`config.mk`:
```
export PLATFORM = sky130hd
export DESIGN_NAME = bootseq_top
export DESIGN_NICKNAME = d
export VERILOG_FILES = /design/src/rtl/bootseq_pkg.sv /design/src/rtl/bootseq_dp.sv /design/src/rtl/bootseq_ctrl.sv /design/src/rtl/bootseq_top.sv
export SDC_FILE = /design/constraint.sdc
export NUM_CORES = 1
export LEC_CHECK = 0
export CAP_MARGIN = 20
export CORE_ASPECT_RATIO = 0.7
export CORE_MARGIN = 5
export CORE_UTILIZATION = 45
export CTS_BUF_LIST = sky130_fd_sc_hd__clkbuf_16
export CTS_CLUSTER_SIZE = 8
export DETAILED_ROUTE_END_ITERATION = 6
export PLACE_DENSITY = 0.76
export SLEW_MARGIN = 20
export SYNTH_ARGS = -nofsm -noshare
export SYNTH_HDL_FRONTEND = slang
export SYNTH_SLANG_ARGS = --single-unit
```
`constraint.sdc`:
```
create_clock -name clk -period 2.72 [get_ports clk]
set_input_delay 0.544 -clock clk [delete_from_list [all_inputs] [get_ports clk]]
set_output_delay 0.544 -clock clk [all_outputs]
set_load 0.01 [all_outputs]
```
`src/rtl/bootseq_pkg.sv`:
```
package bootseq_pkg;

  localparam int WORD_W = 32;
  localparam int MSG_WORDS = 6;
  localparam int FW_READY_BIT = 4;
  localparam int MBOX_BUSY_BIT = 16;
  localparam logic [WORD_W-1:0] CMD_SET_CFG = 32'd2;
  localparam logic [WORD_W-1:0] TRIG_VAL = 32'h0001_0000;
  localparam logic [WORD_W-1:0] RST_RELEASE_VAL = 32'h8000_000E;
  localparam logic [WORD_W-1:0] CPU_NONE = 32'hFFFF_FFFF;
  localparam logic [WORD_W-1:0] IMG_STEP = 32'h0001_0001;

  typedef enum logic [3:0] {
    S_IDLE, S_FW_POLL, S_FW_WAIT, S_CFG_POLL, S_CFG_WAIT, S_SAVE, S_IMG,
    S_MSG, S_TRIG, S_ACK_POLL, S_ACK_WAIT, S_RESTORE, S_RELEASE, S_DONE
  } seqState_e;

  typedef enum logic [2:0] {
    OP_STATUS_RD, OP_OBS_RD, OP_SAVE_RD, OP_IMG_WR,
    OP_MSG_WR, OP_TRIG_WR, OP_RESTORE_WR, OP_RST_WR
  } busOp_e;

  typedef struct packed {
    busOp_e op;
    logic   cntClr;
    logic   cntInc;
    logic   dlyLoad;
    logic   saveEn;
  } ctrlStrobe_t;

endpackage

```
`src/rtl/bootseq_dp.sv`:
```
module bootseq_dp
  import bootseq_pkg::*;
#(
  parameter int IMG_WORDS = 8,
  parameter int DELAY_TICKS = 200000,
  parameter logic [31:0] CFG_BASE = 32'h0000_0000,
  parameter logic [31:0] MSG_BASE = 32'hFF99_05C0,
  parameter logic [31:0] MBOX_BASE = 32'hFF30_0000,
  parameter logic [31:0] STATUS_ADDR = 32'hFFD8_0000,
  parameter logic [31:0] RSTCTL_ADDR = 32'hFD1A_0104,
  parameter logic [31:0] IMG_SEED = 32'hC0F6_0000
) (
  input  logic              clk,
  input  logic              rstN,
  input  ctrlStrobe_t       strb,
  input  logic [WORD_W-1:0] busRdata,
  output logic [WORD_W-1:0] busAddr,
  output logic [WORD_W-1:0] busWdata,
  output logic              busWrite,
  output logic              cntLast,
  output logic              dlyDone,
  output logic              fwReady,
  output logic              mboxBusy
);

  localparam int MAX_WORDS = (IMG_WORDS > MSG_WORDS) ? IMG_WORDS : MSG_WORDS;
  localparam int CNT_W = $clog2(MAX_WORDS + 1);
  localparam int DLY_W = $clog2(DELAY_TICKS + 1);

  logic [CNT_W-1:0] cnt;
  logic [DLY_W-1:0] dly;
  logic [WORD_W-1:0] saved [IMG_WORDS];
  logic [WORD_W-1:0] restoreWord;
  logic [WORD_W-1:0] byteOff;

  always_ff @(posedge clk or negedge rstN) begin
    if (!rstN) cnt <= '0;
    else if (strb.cntClr) cnt <= '0;
    else if (strb.cntInc) cnt <= cnt + 1'b1;
  end

  always_ff @(posedge clk or negedge rstN) begin
    if (!rstN) dly <= '0;
    else if (strb.dlyLoad) dly <= DLY_W'(DELAY_TICKS - 1);
    else if (dly != '0) dly <= dly - 1'b1;
  end

  for (genvar g = 0; g < IMG_WORDS; g++) begin : gSave
    always_ff @(posedge clk or negedge rstN) begin
      if (!rstN) saved[g] <= '0;
      else if (strb.saveEn && cnt == CNT_W'(g)) saved[g] <= busRdata;
    end
  end

  always_comb begin
    restoreWord = '0;
    for (int i = 0; i < IMG_WORDS; i++)
      if (cnt == CNT_W'(i)) restoreWord = saved[i];
  end

  assign byteOff = WORD_W'(cnt) << 2;

  always_comb begin
    busAddr  = STATUS_ADDR;
    busWdata = '0;
    busWrite = 1'b0;
    unique case (strb.op)
      OP_STATUS_RD: busAddr = STATUS_ADDR;
      OP_OBS_RD:    busAddr = MBOX_BASE + 32'd4;
      OP_SAVE_RD:   busAddr = CFG_BASE + byteOff;
      OP_IMG_WR: begin
        busAddr = CFG_BASE + byteOff; busWrite = 1'b1;
        busWdata = IMG_SEED + WORD_W'(cnt) * IMG_STEP;
      end
      OP_MSG_WR: begin
        busAddr = MSG_BASE + byteOff; busWrite = 1'b1;
        busWdata = (cnt == '0) ? CMD_SET_CFG : '0;
      end
      OP_TRIG_WR: begin
        busAddr = MBOX_BASE; busWrite = 1'b1; busWdata = TRIG_VAL;
      end
      OP_RESTORE_WR: begin
        busAddr = CFG_BASE + byteOff; busWrite = 1'b1; busWdata = restoreWord;
      end
      OP_RST_WR: begin
        busAddr = RSTCTL_ADDR; busWrite = 1'b1; busWdata = RST_RELEASE_VAL;
      end
      default: ;
    endcase
  end

  assign cntLast  = (strb.op == OP_MSG_WR) ? (cnt == CNT_W'(MSG_WORDS - 1))
                                           : (cnt == CNT_W'(IMG_WORDS - 1));
  assign dlyDone  = (dly == '0);
  assign fwReady  = busRdata[FW_READY_BIT];
  assign mboxBusy = busRdata[MBOX_BUSY_BIT];

  AST_SAVE_IN_RANGE: assert property (@(posedge clk) disable iff (!rstN)
    strb.saveEn |-> cnt < CNT_W'(IMG_WORDS)) else $error("save index");
  AST_DELAY_COUNTS_DOWN: assert property (@(posedge clk) disable iff (!rstN)
    (dly != '0 && !strb.dlyLoad) |=> dly == $past(dly) - 1'b1) else $error("delay step");

endmodule

```
`src/rtl/bootseq_ctrl.sv`:
```
module bootseq_ctrl
  import bootseq_pkg::*;
(
  input  logic              clk,
  input  logic              rstN,
  input  logic              rstReq,
  input  logic              useFw,
  input  logic [WORD_W-1:0] cpuIdx,
  input  logic              busReady,
  input  logic              cntLast,
  input  logic              dlyDone,
  input  logic              fwReady,
  input  logic              mboxBusy,
  output ctrlStrobe_t       strb,
  output logic              busValid,
  output logic              done,
  output logic              cfgErr
);

  seqState_e state, nextState;
  logic rstReqQ, rise, xfer, idxOk, startOk;

  always_ff @(posedge clk or negedge rstN) begin
    if (!rstN) rstReqQ <= 1'b1;
    else rstReqQ <= rstReq;
  end

  assign rise    = rstReq & ~rstReqQ;
  assign startOk = rise && (state == S_IDLE || state == S_DONE);
  assign xfer    = busValid & busReady;
  assign idxOk   = cpuIdx < 32'd4;

  always_comb begin
    nextState = state;
    strb = '0;
    strb.op = OP_STATUS_RD;
    busValid = 1'b0;
    unique case (state)
      S_IDLE, S_DONE: if (startOk) begin nextState = S_FW_POLL; strb.cntClr = 1'b1; end
      S_FW_POLL: begin
        if (!useFw) nextState = S_RELEASE;
        else begin
          busValid = 1'b1; strb.op = OP_STATUS_RD;
          if (xfer) begin
            if (fwReady) nextState = S_CFG_POLL;
            else begin nextState = S_FW_WAIT; strb.dlyLoad = 1'b1; end
          end
        end
      end
      S_FW_WAIT:  if (dlyDone) nextState = S_FW_POLL;
      S_CFG_POLL: begin
        busValid = 1'b1; strb.op = OP_OBS_RD;
        if (xfer) begin
          if (mboxBusy) begin nextState = S_CFG_WAIT; strb.dlyLoad = 1'b1; end
          else begin nextState = S_SAVE; strb.cntClr = 1'b1; end
        end
      end
      S_CFG_WAIT: if (dlyDone) nextState = S_CFG_POLL;
      S_SAVE: begin
        busValid = 1'b1; strb.op = OP_SAVE_RD;
        if (xfer) begin
          strb.saveEn = 1'b1;
          if (cntLast) begin nextState = S_IMG; strb.cntClr = 1'b1; end
          else strb.cntInc = 1'b1;
        end
      end
      S_IMG: begin
        busValid = 1'b1; strb.op = OP_IMG_WR;
        if (xfer) begin
          if (cntLast) begin nextState = S_MSG; strb.cntClr = 1'b1; end
          else strb.cntInc = 1'b1;
        end
      end
      S_MSG: begin
        busValid = 1'b1; strb.op = OP_MSG_WR;
        if (xfer) begin
          if (cntLast) begin nextState = S_TRIG; strb.cntClr = 1'b1; end
          else strb.cntInc = 1'b1;
        end
      end
      S_TRIG: begin
        busValid = 1'b1; strb.op = OP_TRIG_WR;
        if (xfer) nextState = S_ACK_POLL;
      end
      S_ACK_POLL: begin
        busValid = 1'b1; strb.op = OP_OBS_RD;
        if (xfer) begin
          if (mboxBusy) begin nextState = S_ACK_WAIT; strb.dlyLoad = 1'b1; end
          else begin nextState = S_RESTORE; strb.cntClr = 1'b1; end
        end
      end
      S_ACK_WAIT: if (dlyDone) nextState = S_ACK_POLL;
      S_RESTORE: begin
        busValid = 1'b1; strb.op = OP_RESTORE_WR;
        if (xfer) begin
          if (cntLast) begin nextState = S_RELEASE; strb.cntClr = 1'b1; end
          else strb.cntInc = 1'b1;
        end
      end
      S_RELEASE: begin
        if (idxOk) begin
          busValid = 1'b1; strb.op = OP_RST_WR;
          if (xfer) nextState = S_DONE;
        end else nextState = S_DONE;
      end
      default: nextState = S_IDLE;
    endcase
  end

  always_ff @(posedge clk or negedge rstN) begin
    if (!rstN) state <= S_IDLE;
    else state <= nextState;
  end

  always_ff @(posedge clk or negedge rstN) begin
    if (!rstN) cfgErr <= 1'b0;
    else if (startOk) cfgErr <= 1'b0;
    else if (state == S_RELEASE && !idxOk && cpuIdx != CPU_NONE) cfgErr <= 1'b1;
  end

  assign done = (state == S_DONE);

  AST_IDLE_NEEDS_EDGE: assert property (@(posedge clk) disable iff (!rstN)
    (state == S_IDLE && !(rstReq && !rstReqQ)) |=> state == S_IDLE) else $error("idle left");
  AST_WAIT_HOLDS: assert property (@(posedge clk) disable iff (!rstN)
    (state == S_FW_WAIT && !dlyDone) |=> state == S_FW_WAIT) else $error("wait left early");
  AST_DONE_QUIET: assert property (@(posedge clk) disable iff (!rstN)
    done |-> !busValid) else $error("bus while done");

endmodule

```
`src/rtl/bootseq_top.sv`:
```
module bootseq_top
  import bootseq_pkg::*;
#(
  parameter int IMG_WORDS = 8,
  parameter int DELAY_TICKS = 200000,
  parameter logic [31:0] CFG_BASE = 32'h0000_0000,
  parameter logic [31:0] MSG_BASE = 32'hFF99_05C0,
  parameter logic [31:0] MBOX_BASE = 32'hFF30_0000,
  parameter logic [31:0] STATUS_ADDR = 32'hFFD8_0000,
  parameter logic [31:0] RSTCTL_ADDR = 32'hFD1A_0104,
  parameter logic [31:0] IMG_SEED = 32'hC0F6_0000
) (
  input  logic        clk,
  input  logic        rstN,
  input  logic        rstReq,
  input  logic        useFw,
  input  logic [31:0] cpuIdx,
  output logic        busValid,
  output logic        busWrite,
  output logic [31:0] busAddr,
  output logic [31:0] busWdata,
  input  logic        busReady,
  input  logic [31:0] busRdata,
  output logic        done,
  output logic        cfgErr
);

  ctrlStrobe_t strb;
  logic cntLast, dlyDone, fwReady, mboxBusy;

  bootseq_ctrl u_ctrl (
    .clk(clk), .rstN(rstN), .rstReq(rstReq), .useFw(useFw), .cpuIdx(cpuIdx),
    .busReady(busReady), .cntLast(cntLast), .dlyDone(dlyDone),
    .fwReady(fwReady), .mboxBusy(mboxBusy), .strb(strb),
    .busValid(busValid), .done(done), .cfgErr(cfgErr)
  );

  bootseq_dp #(
    .IMG_WORDS(IMG_WORDS), .DELAY_TICKS(DELAY_TICKS), .CFG_BASE(CFG_BASE),
    .MSG_BASE(MSG_BASE), .MBOX_BASE(MBOX_BASE), .STATUS_ADDR(STATUS_ADDR),
    .RSTCTL_ADDR(RSTCTL_ADDR), .IMG_SEED(IMG_SEED)
  ) u_dp (
    .clk(clk), .rstN(rstN), .strb(strb), .busRdata(busRdata),
    .busAddr(busAddr), .busWdata(busWdata), .busWrite(busWrite),
    .cntLast(cntLast), .dlyDone(dlyDone), .fwReady(fwReady), .mboxBusy(mboxBusy)
  );

  AST_BUS_HOLD: assert property (@(posedge clk) disable iff (!rstN)
    (busValid && !busReady) |=> busValid && $stable(busAddr) && $stable(busWdata)
                                && $stable(busWrite)) else $error("bus changed in stall");
  AST_RELEASE_WRITE: assert property (@(posedge clk) disable iff (!rstN)
    (busValid && busWrite && busAddr == RSTCTL_ADDR) |->
      (busWdata == RST_RELEASE_VAL && cpuIdx < 32'd4)) else $error("bad release");
  AST_TRIGGER_WRITE: assert property (@(posedge clk) disable iff (!rstN)
    (busValid && busWrite && busAddr == MBOX_BASE) |-> busWdata == TRIG_VAL)
    else $error("bad trigger");

endmodule

```
* Word-level counts from Yosys, hierarchy flattened
Index checks and enable logic that the tools add are counted.
Word-level totals: flip-flop bits (word level) 284, latch bits 0, RAM bits 0, ROM bits 0, input port bits 69, output and inout bits 68, word-level logic and storage cells 158, memories 0
Cells by class: add/subtract/negate cells 4, $mul 1, divide/modulo/power cells 0, $lt $le $gt $ge 1, equal/unequal tests 45, shift-type cells 0, mux-type cells 63, bitwise logic cells 3, reduce and logical (&&, ||, !) cells 28
Operators by type and width (number):
- 2-to-1 mux 32 bit | 8
- case mux 32 bit (6 select lines) | 1
- case mux 32 bit (5 select lines) | 1
- 2-to-1 mux 4 bit | 21
- case mux 4 bit (13 select lines) | 1
- 2-to-1 mux 18 bit | 2
- adder 31 x 22 -> 32 bit (first input constant) | 1
- == test 4 x 3 -> 1 bit (second input constant) | 8
- < comparator 32 x 3 -> 1 bit (second input constant) | 1
- inequality test 32 bit (second input constant) | 1
- adder 24 x 7 -> 25 bit (first input constant) | 1
- == test 4 bit (second input constant) | 6
- 2-to-1 mux 1 bit | 22
- multiplier 4 x 17 -> 21 bit (second input constant) | 1
- case mux 3 bit (7 select lines) | 1
- zero test 18 bit | 1
- nonzero test 18 bit | 1
- subtractor 18 x 1 -> 18 bit (second input constant) | 1
- AND reduction 17 bit | 1
- == test 4 x 2 -> 1 bit (second input constant) | 4
- inequality test 2 x 1 -> 1 bit (second input constant) | 8
- inequality test 2 bit (second input constant) | 7
- == test 3 bit (second input constant) | 4
- logical AND 1 bit | 11
- other kinds (21) | 31

* Depth between registers and ports, before layout
Gate-level depths: netlist of run 1.
depth after elaboration 10, gate-level depth with buffers 10, gate-level depth less buffers 8

* Hierarchy
Synthesis of run 1 repeated with hierarchy kept, for this count alone.
Unflattened totals: cells, all modules 1333, area, all modules 14820.5 um^2
By module, submodules not included:
- bootseq_dp | times used 1, cells each 1214, area an instance 13959.6 um^2, sequential area each 6956.7 um^2
- bootseq_ctrl | times used 1, cells each 119, area an instance 860.8 um^2, sequential area each 151.4 um^2

* Worst setup path before layout of run 1
Ideal clock, no wire load.
path kind flip-flop to output port, from register u_dp.cnt[0], to output port busWdata[11], data arrival time 2.360 ns, data required time 2.176 ns, setup slack -0.184 ns, stages on the path, launching flop included 11, path buffers 2, path through dfrtp_1 -> clkbuf_1 -> inv_1 -> ha_1 -> nor4b_1 -> clkbuf_1 -> a221o_1 -> o21ai_0 -> o21ai_0 -> o21ai_0 -> o21ai_0
Between the ends: longest elaborated chain between the ends 10, elaborated cells between the ends (all ways) 19, those cells by class 1 x add/sub; 1 x mul; 7 x eq/ne; 9 x mux; 1 x reduce/logical
Ends and longest elaborated chain:
- start: declaration | RTL line bootseq_dp.sv:30 | logic [CNT_W-1:0] cnt;
- start signal: assignment | RTL line bootseq_dp.sv:39 | else if (strb.cntInc) cnt <= cnt + 1'b1;
- parallel branches: the longest is 9 deep, another holds adder 31 x 22 -> 32 bit
- case mux 32 bit (5 select lines) (*) | RTL line bootseq_dp.sv:67 | unique case (strb.op)
- end: declaration | RTL line bootseq_top.sv:21 | output logic [31:0] busWdata,
Mark *: on every way between the ends.

* Worst setup path after layout of run 1
from register u_dp.cnt[0], to output port busWdata[20]
Same word-level chain as after synthesis.

==> results of run 1 <==
==> report_power, final <==
group          internal [mW]  leakage (nW)  total [mW]  switching, mW
Sequential              4.85          3.87        5.34          0.492
Clock                   2.77         0.570        4.64           1.87
Combinational           3.88          4.89        7.92           4.04
Total                   11.5          9.33        17.9           6.41
==> cell type report <==
type                            instances  area (um2)
Fill cell                            2260       11900
Sequential cell                       284        7110
Multi-Input combinational cell        782        7100
Timing Repair Buffer                  363        3410
Clock buffer                           41        1030
Tap cell                              420         526
Clock inverter                         10        90.1
Inverter                               14        66.3
==> worst paths after layout <==
kind                                                 start                          end  cells after the start
max in group asynchronous                             rstN      u_dp.cnt[0]$_DFFE_PN0P_                      2
min in group clk                                    rstReq     u_ctrl.rstReqQ$_DFF_PN1_                      1
worst min-delay path                                  rstN  u_dp.saved[244]$_DFFE_PN0P_                      1
worst min register to register  u_dp.saved[22]$_DFFE_PN0P_   u_dp.saved[22]$_DFFE_PN0P_                      1
worst max-delay path               u_dp.cnt[0]$_DFFE_PN0P_                 busWdata[20]                     10
worst max register to register     u_dp.cnt[0]$_DFFE_PN0P_  u_ctrl.state[0]$_DFFE_PN0P_                     12
==> sequential cells by signal, summed over array words and instances, names as in the netlist <==
register        count
u_dp.saved        256
u_dp.dly           18
u_ctrl.state        4
u_dp.cnt            4
u_ctrl.cfgErr       1
u_ctrl.rstReqQ      1
==> layer usage <==
metal / GRT usage / vias up
li1: - / 5002
met1: 0.348 / 6066
met2: 0.380 / 643
met3: 0.0653 / 96
met4: 0.0765 / 2
met5: 0.00403 / -
==> cells by family after synthesis <==
group	after synthesis	synth area share
compound gates	301	0.145
other cells	1	0.000263
fa+ha+maj	8	0.00703
flops	284	0.499
xor+xnor	13	0.00799
simple gates	190	0.0746
buf+inv	114	0.0452
mux	260	0.221
==> critical path: cells and delay by family (launching register included) <==
family | cells | cell delay (ns)
flops | 1 | 0.48
simple gates | 1 | 0.27
compound gates | 4 | 0.75
fa+ha+maj | 1 | 0.15
buf+inv | 4 | 0.61
==> placed cells by master, fill, tap and decap left out, types with 36 or more instances in the layout <==
| cell | netlist | final |
|---|---|---|
| mux2_4 | 60 | 60 |
| clkdlybuf4s50_1 | 0 | 38 |
| clkbuf_16 | 0 | 43 |
| dfrtp_1 | 283 | 278 |
| buf_6 | 15 | 45 |
| mux2_2 | 189 | 189 |
| buf_4 | 19 | 161 |
| o21ai_1 | 1 | 58 |
| buf_2 | 13 | 36 |
| nor2_1 | 57 | 52 |
| a21oi_1 | 45 | 37 |
==> metrics by stage <==
step	hold WS [ns]	TNS, ns	utilization	worst slack (ns)	instance area, um2
3_5_place_dp	0.480	-126.78	0.548	-0.764	17100
4_1_cts	0.0216	-14.96	0.604	-0.591	18900
6_report	-0.00405	-16.64	0.619	-0.637	19300
3_3_place_gp	0.469	-119.82	0.548	-0.760	17100
2_1_floorplan	0.248	-0.0208	-	-0.00372	14300
5_1_grt	0.0359	-19.58	0.619	-0.713	19300
==> timing repair <==
item	in CTS	in global routing
setup endpoints to repair	58	90
pin swaps	51	80
cloned	3	3
setup buffers	52	27
gates resized for setup	377	137
==> flow_metrics.py, run 1 <==
metrics = {
    "status": {
        "outcome": "finished with violations",
        "violations": "negative hold slack, negative setup slack",
    },
    "logic_synthesis": {
        "synth-main-ff-cell": "dfrtp_1",
        "avgSynthCellArea_um2": 12.2,
        "synth_area_leaders": "dfrtp_1, mux2_2, mux2_4",
        "synth_cell_types": 73,
        "synthTopCellsByCount": "dfrtp_1, mux2_2, o21ai_0, mux2_4, nor2_1",
        "yosys.area.top_type": "dfrtp_1",
        "synth_edf_count": 0,
        "ys_seq_area_frac": 0.499,
        "postSynthCellCount": 1171,
        "synth_area_mm2": 0.0142,
        "yosysWarningCount": 0,
        "ys_ff_latch": 284,
        "async_flop_share": 1.00,
        "yosysTopAreaCellShare": 0.497,
        "yosysMostFrequentCell": "dfrtp_1",
    },
    "critical_path": {
        "worstPathArrival_ns": 2.81,
        "critPathKind": "reg2out",
        "crit_path_max_fanout": 5,
        "reg2reg_slack_ns": 0.03,
        "max_stage_delay_ns": 0.48,
        "path_cells": "inv_4, ha_4, nor4b_4, buf_6, buf_12, a221o_1, o211ai_1, a211o_1, o211ai_1, buf_2",
        "cp_slowest_cell": "dfrtp_2",
        "end_kind": "primary output",
        "cp.required_ns": 2.18,
        "cp_common_cell": "o211ai_1",
        "cp-start-kind": "register",
    },
    "routing": {
        "routed-wl-met3_um": 4670,
        "drtPass1Iterations": 5,
        "drtIter0Drc": 1300,
        "vias": 11809,
        "vias_per_cell": 6.17,
        "ant_nets": 0,
        "wirelength_met1_um": 19800,
        "drc": 0,
        "dr_wl_met2_um": 22300,
        "top_layer": "met5",
        "routed_wl_um": 47700,
        "wire_per_inst_um": 24.9,
    },
    "floorplan": {
        "core_mm2": 0.0312,
        "pin_count": 137,
        "std_cell_rows": 54,
        "initial_core_util": 0.456,
        "die-area_mm2": 0.0354,
        "die_h_um": 159,
        "die_x_um": 223,
    },
    "timing": {
        "relSlewSlack": 0.531,
        "holdWs_ns": -0.00405,
        "rsz0062_at_grt": "true",
        "fin_skew_ns": 0.0118,
        "drv_slew": 0,
        "fin_ws_ns": -0.637,
        "setup_viol": 35,
        "max_freq_mhz": 298,
        "fin_crit_ns": 3.36,
        "hold_viol_final": 1,
        "fin_crit_sh": 1.23,
        "worst_pin_slew_ns": 0.704,
    },
    "finish": {
        "final_cells": 1914,
        "nets": 1563,
        "drive_above_1_share": 0.476,
        "area_delta_synth_final_pct": 35.7,
        "diodes": 0,
    },
    "clock_tree": {
        "cts_root_buffer": "clkbuf_16",
        "ctsHoldBuffers": 0,
        "clk_pin_slew_ns": 0.05,
        "cts.path.max_buffers": 3,
        "worstSkewPairLatency_ns": 0.55,
        "cts_tree": "built",
        "htree_levels": 2,
        "clock_sinks": 284,
        "cts_made_buffers": 41,
    },
    "pwr": {
        "p_per_area_mw_per_mm2": 926,
        "peakVddDrop_uv": 485,
        "p_total_mw": 17.9,
        "cellLeakagePower_nw": 9.33,
    },
    "hold_path": {
        "hold_path.class": "in2async",
    },
    "placement": {
        "place_congestion": 0.897,
        "io_buffers": 127,
        "place_inst": 1788,
        "hpwl_um": 28600,
    },
    "grt": {
        "grt_pass1_wl_um": 70500,
        "grt_antenna_before_repair": 1,
        "grt_max_degree": 78,
        "grt_pass1_vias": 12177,
        "track_usage": 0.248,
        "grt_overflow": 0,
    },
    "run": {
        "max-cap-violations": 0,
    },
}
Note: power is estimated with default switching activity, not from simulation.
==> run 2: changes to the inputs <==
- CORE_UTILIZATION: 45 -> 35
- PLACE_DENSITY: 0.76 -> 0.63
==> flow_metrics.py, run 2 (same netlist as run 1, synthesis figures left out) <==
metrics = {
    "critical_path": {
        "worstPathArrival_ns": 2.77,
        "reg2reg_slack_ns": 0.10,
        "crit_path_max_fanout": 6,
        "critPathKind": "reg2out",
        "r2r_start": "u_ctrl.state[3]$_DFFE_PN0P_",
        "r2r_cells": 11,
        "endpoint": "busWdata[30]",
        "startpoint": "u_dp.cnt[0]$_DFFE_PN0P_",
        "end_kind": "primary output",
        "cp.required_ns": 2.18,
        "r2r-end": "u_dp.saved[249]$_DFFE_PN0P_",
        "cp-start-kind": "register",
    },
    "grt": {
        "grt_overflow": 0,
        "grt_antenna_before_repair": 2,
        "track_usage": 0.194,
        "grt_pass1_wl_um": 69000,
        "grt_max_degree": 72,
        "grt_pass1_vias": 11553,
    },
    "placement": {
        "place_congestion": 0.870,
        "io_buffers": 127,
        "hpwl_um": 29200,
        "place_inst": 1913,
    },
    "timing": {
        "max_freq_mhz": 302,
        "drv_slew": 0,
        "rsz0062_at_grt": "true",
        "fin_crit_sh": 1.22,
        "fin_skew_ns": 0.0127,
        "holdWs_ns": 0.479,
        "hold_viol_final": 0,
        "fin_crit_ns": 3.31,
        "setup_tns_ns": -14.98,
        "fin_ws_ns": -0.591,
        "setup_viol": 36,
    },
    "routing": {
        "vias_per_cell": 5.56,
        "drtIter0Drc": 806,
        "drtPass1Iterations": 5,
        "vias": 11219,
        "drc": 0,
        "wire_per_inst_um": 22.0,
        "routed_wl_um": 44400,
        "ant_nets": 0,
    },
    "clock_tree": {
        "cts_made_buffers": 41,
        "cts.path.max_buffers": 3,
        "worstSkewPairLatency_ns": 0.54,
        "htree_levels": 2,
        "cts_tree": "built",
        "clk_pin_slew_ns": 0.05,
        "cts_root_buffer": "clkbuf_16",
        "clock_sinks": 284,
    },
    "finish": {
        "final_cells": 2019,
        "regMostFlops": "u_dp.saved",
        "post-route-util": 0.486,
        "area_delta_synth_final_pct": 36.3,
        "mostFrequentLayoutCell": "dfrtp_1",
        "diodes": 0,
        "largest_register_ffs": 256,
        "top_regs": "u_dp.saved x256, u_dp.dly x18",
        "drive_above_1_share": 0.478,
        "nets": 1557,
        "final_cell_mix": "dfrtp_1, mux2_2, buf_4",
    },
    "status": {
        "outcome": "finished with violations",
        "violations": "negative setup slack",
    },
    "floorplan": {
        "die-area_mm2": 0.0449,
        "initial_core_util": 0.356,
        "std_cell_rows": 61,
        "die_x_um": 251,
        "die_h_um": 179,
        "core_mm2": 0.0400,
        "pin_count": 137,
    },
    "hold_path": {
        "hold_depth": 1,
        "hold_path.class": "in2reg",
    },
    "pwr": {
        "cellLeakagePower_nw": 9.27,
        "peakVddDrop_uv": 506,
        "p_total_mw": 17.6,
        "p_per_area_mw_per_mm2": 905,
    },
    "run": {
        "max-cap-violations": 0,
    },
}
[run 2: cell types whose count changed in the layout (fill, tap and decap cells not counted), moves of 5 or more]
cell,before,now
inv_1,14,9
buf_6,45,65
o21ai_2,4,14
o21ai_1,58,50
buf_4,161,142
[run 2: routing by layer]
metal,global-route usage,vias to the layer above,wire length (um)
li1,-,4996,-
met1,0.286,5804,21200
met2,0.289,343,19400
met3,0.0481,70,2790
met4,0.0436,6,751
met5,0,-,118
[run 2: final cells by class]
cell class | count | area (um2)
Clock buffer | 41 | 1030
Clock inverter | 6 | 77.6
Fill cell | 3557 | 20600
Inverter | 14 | 66.3
Multi-Input combinational cell | 781 | 7080
Sequential cell | 284 | 7110
Tap cell | 535 | 669
Timing Repair Buffer | 358 | 3400
[run 2: what timing repair did]
action,CTS,global route
hold endpoints to repair,50,0
hold buffers,1,0
endpoints found under the setup margin,270,58
cloned,2,1
setup buffers,52,14
pin swaps,89,57
gates resized for setup,418,104
[run 2: worst min-delay path by stage]
stage | start | end | slack [ns]
floorplan | rstN | u_ctrl.cfgErr$_DFFE_PN0P_ | 0.25
global placement | u_dp.saved[16]$_DFFE_PN0P_ | u_dp.saved[16]$_DFFE_PN0P_ | 0.47
detailed placement | u_dp.saved[16]$_DFFE_PN0P_ | u_dp.saved[16]$_DFFE_PN0P_ | 0.48
CTS | rstReq | u_ctrl.rstReqQ$_DFF_PN1_ | 0.46
global route | rstReq | u_ctrl.rstReqQ$_DFF_PN1_ | 0.47
finish | rstReq | u_ctrl.rstReqQ$_DFF_PN1_ | 0.48
[run 2: through the flow]
stage | worst slack (ns) | instance area [um2]
2_1_floorplan | -0.00372 | 14300
3_3_place_gp | -0.669 | 17300
3_5_place_dp | -0.707 | 17300
4_1_cts | -0.612 | 19100
5_1_grt | -0.676 | 19400
6_report | -0.591 | 19400
[run 2: where the power goes]
group	internal (mW)	leakage [nW]	switching (mW)	total, mW
clock network	2.68	0.546	1.86	4.54
registers	4.85	3.88	0.431	5.28
logic	3.90	4.85	3.85	7.75
total	11.4	9.27	6.14	17.6
[run 2: worst max-delay path, cell delays in order, from the launching register on]
cell,delay [ns]
dfrtp_2,0.45
inv_4,0.11
ha_4,0.14
nor4b_4,0.26
buf_6,0.20
buf_6,0.11
buf_6,0.10
a221o_1,0.12
o211ai_1,0.10
a211o_1,0.28
o211ai_1,0.15
buf_2,0.19
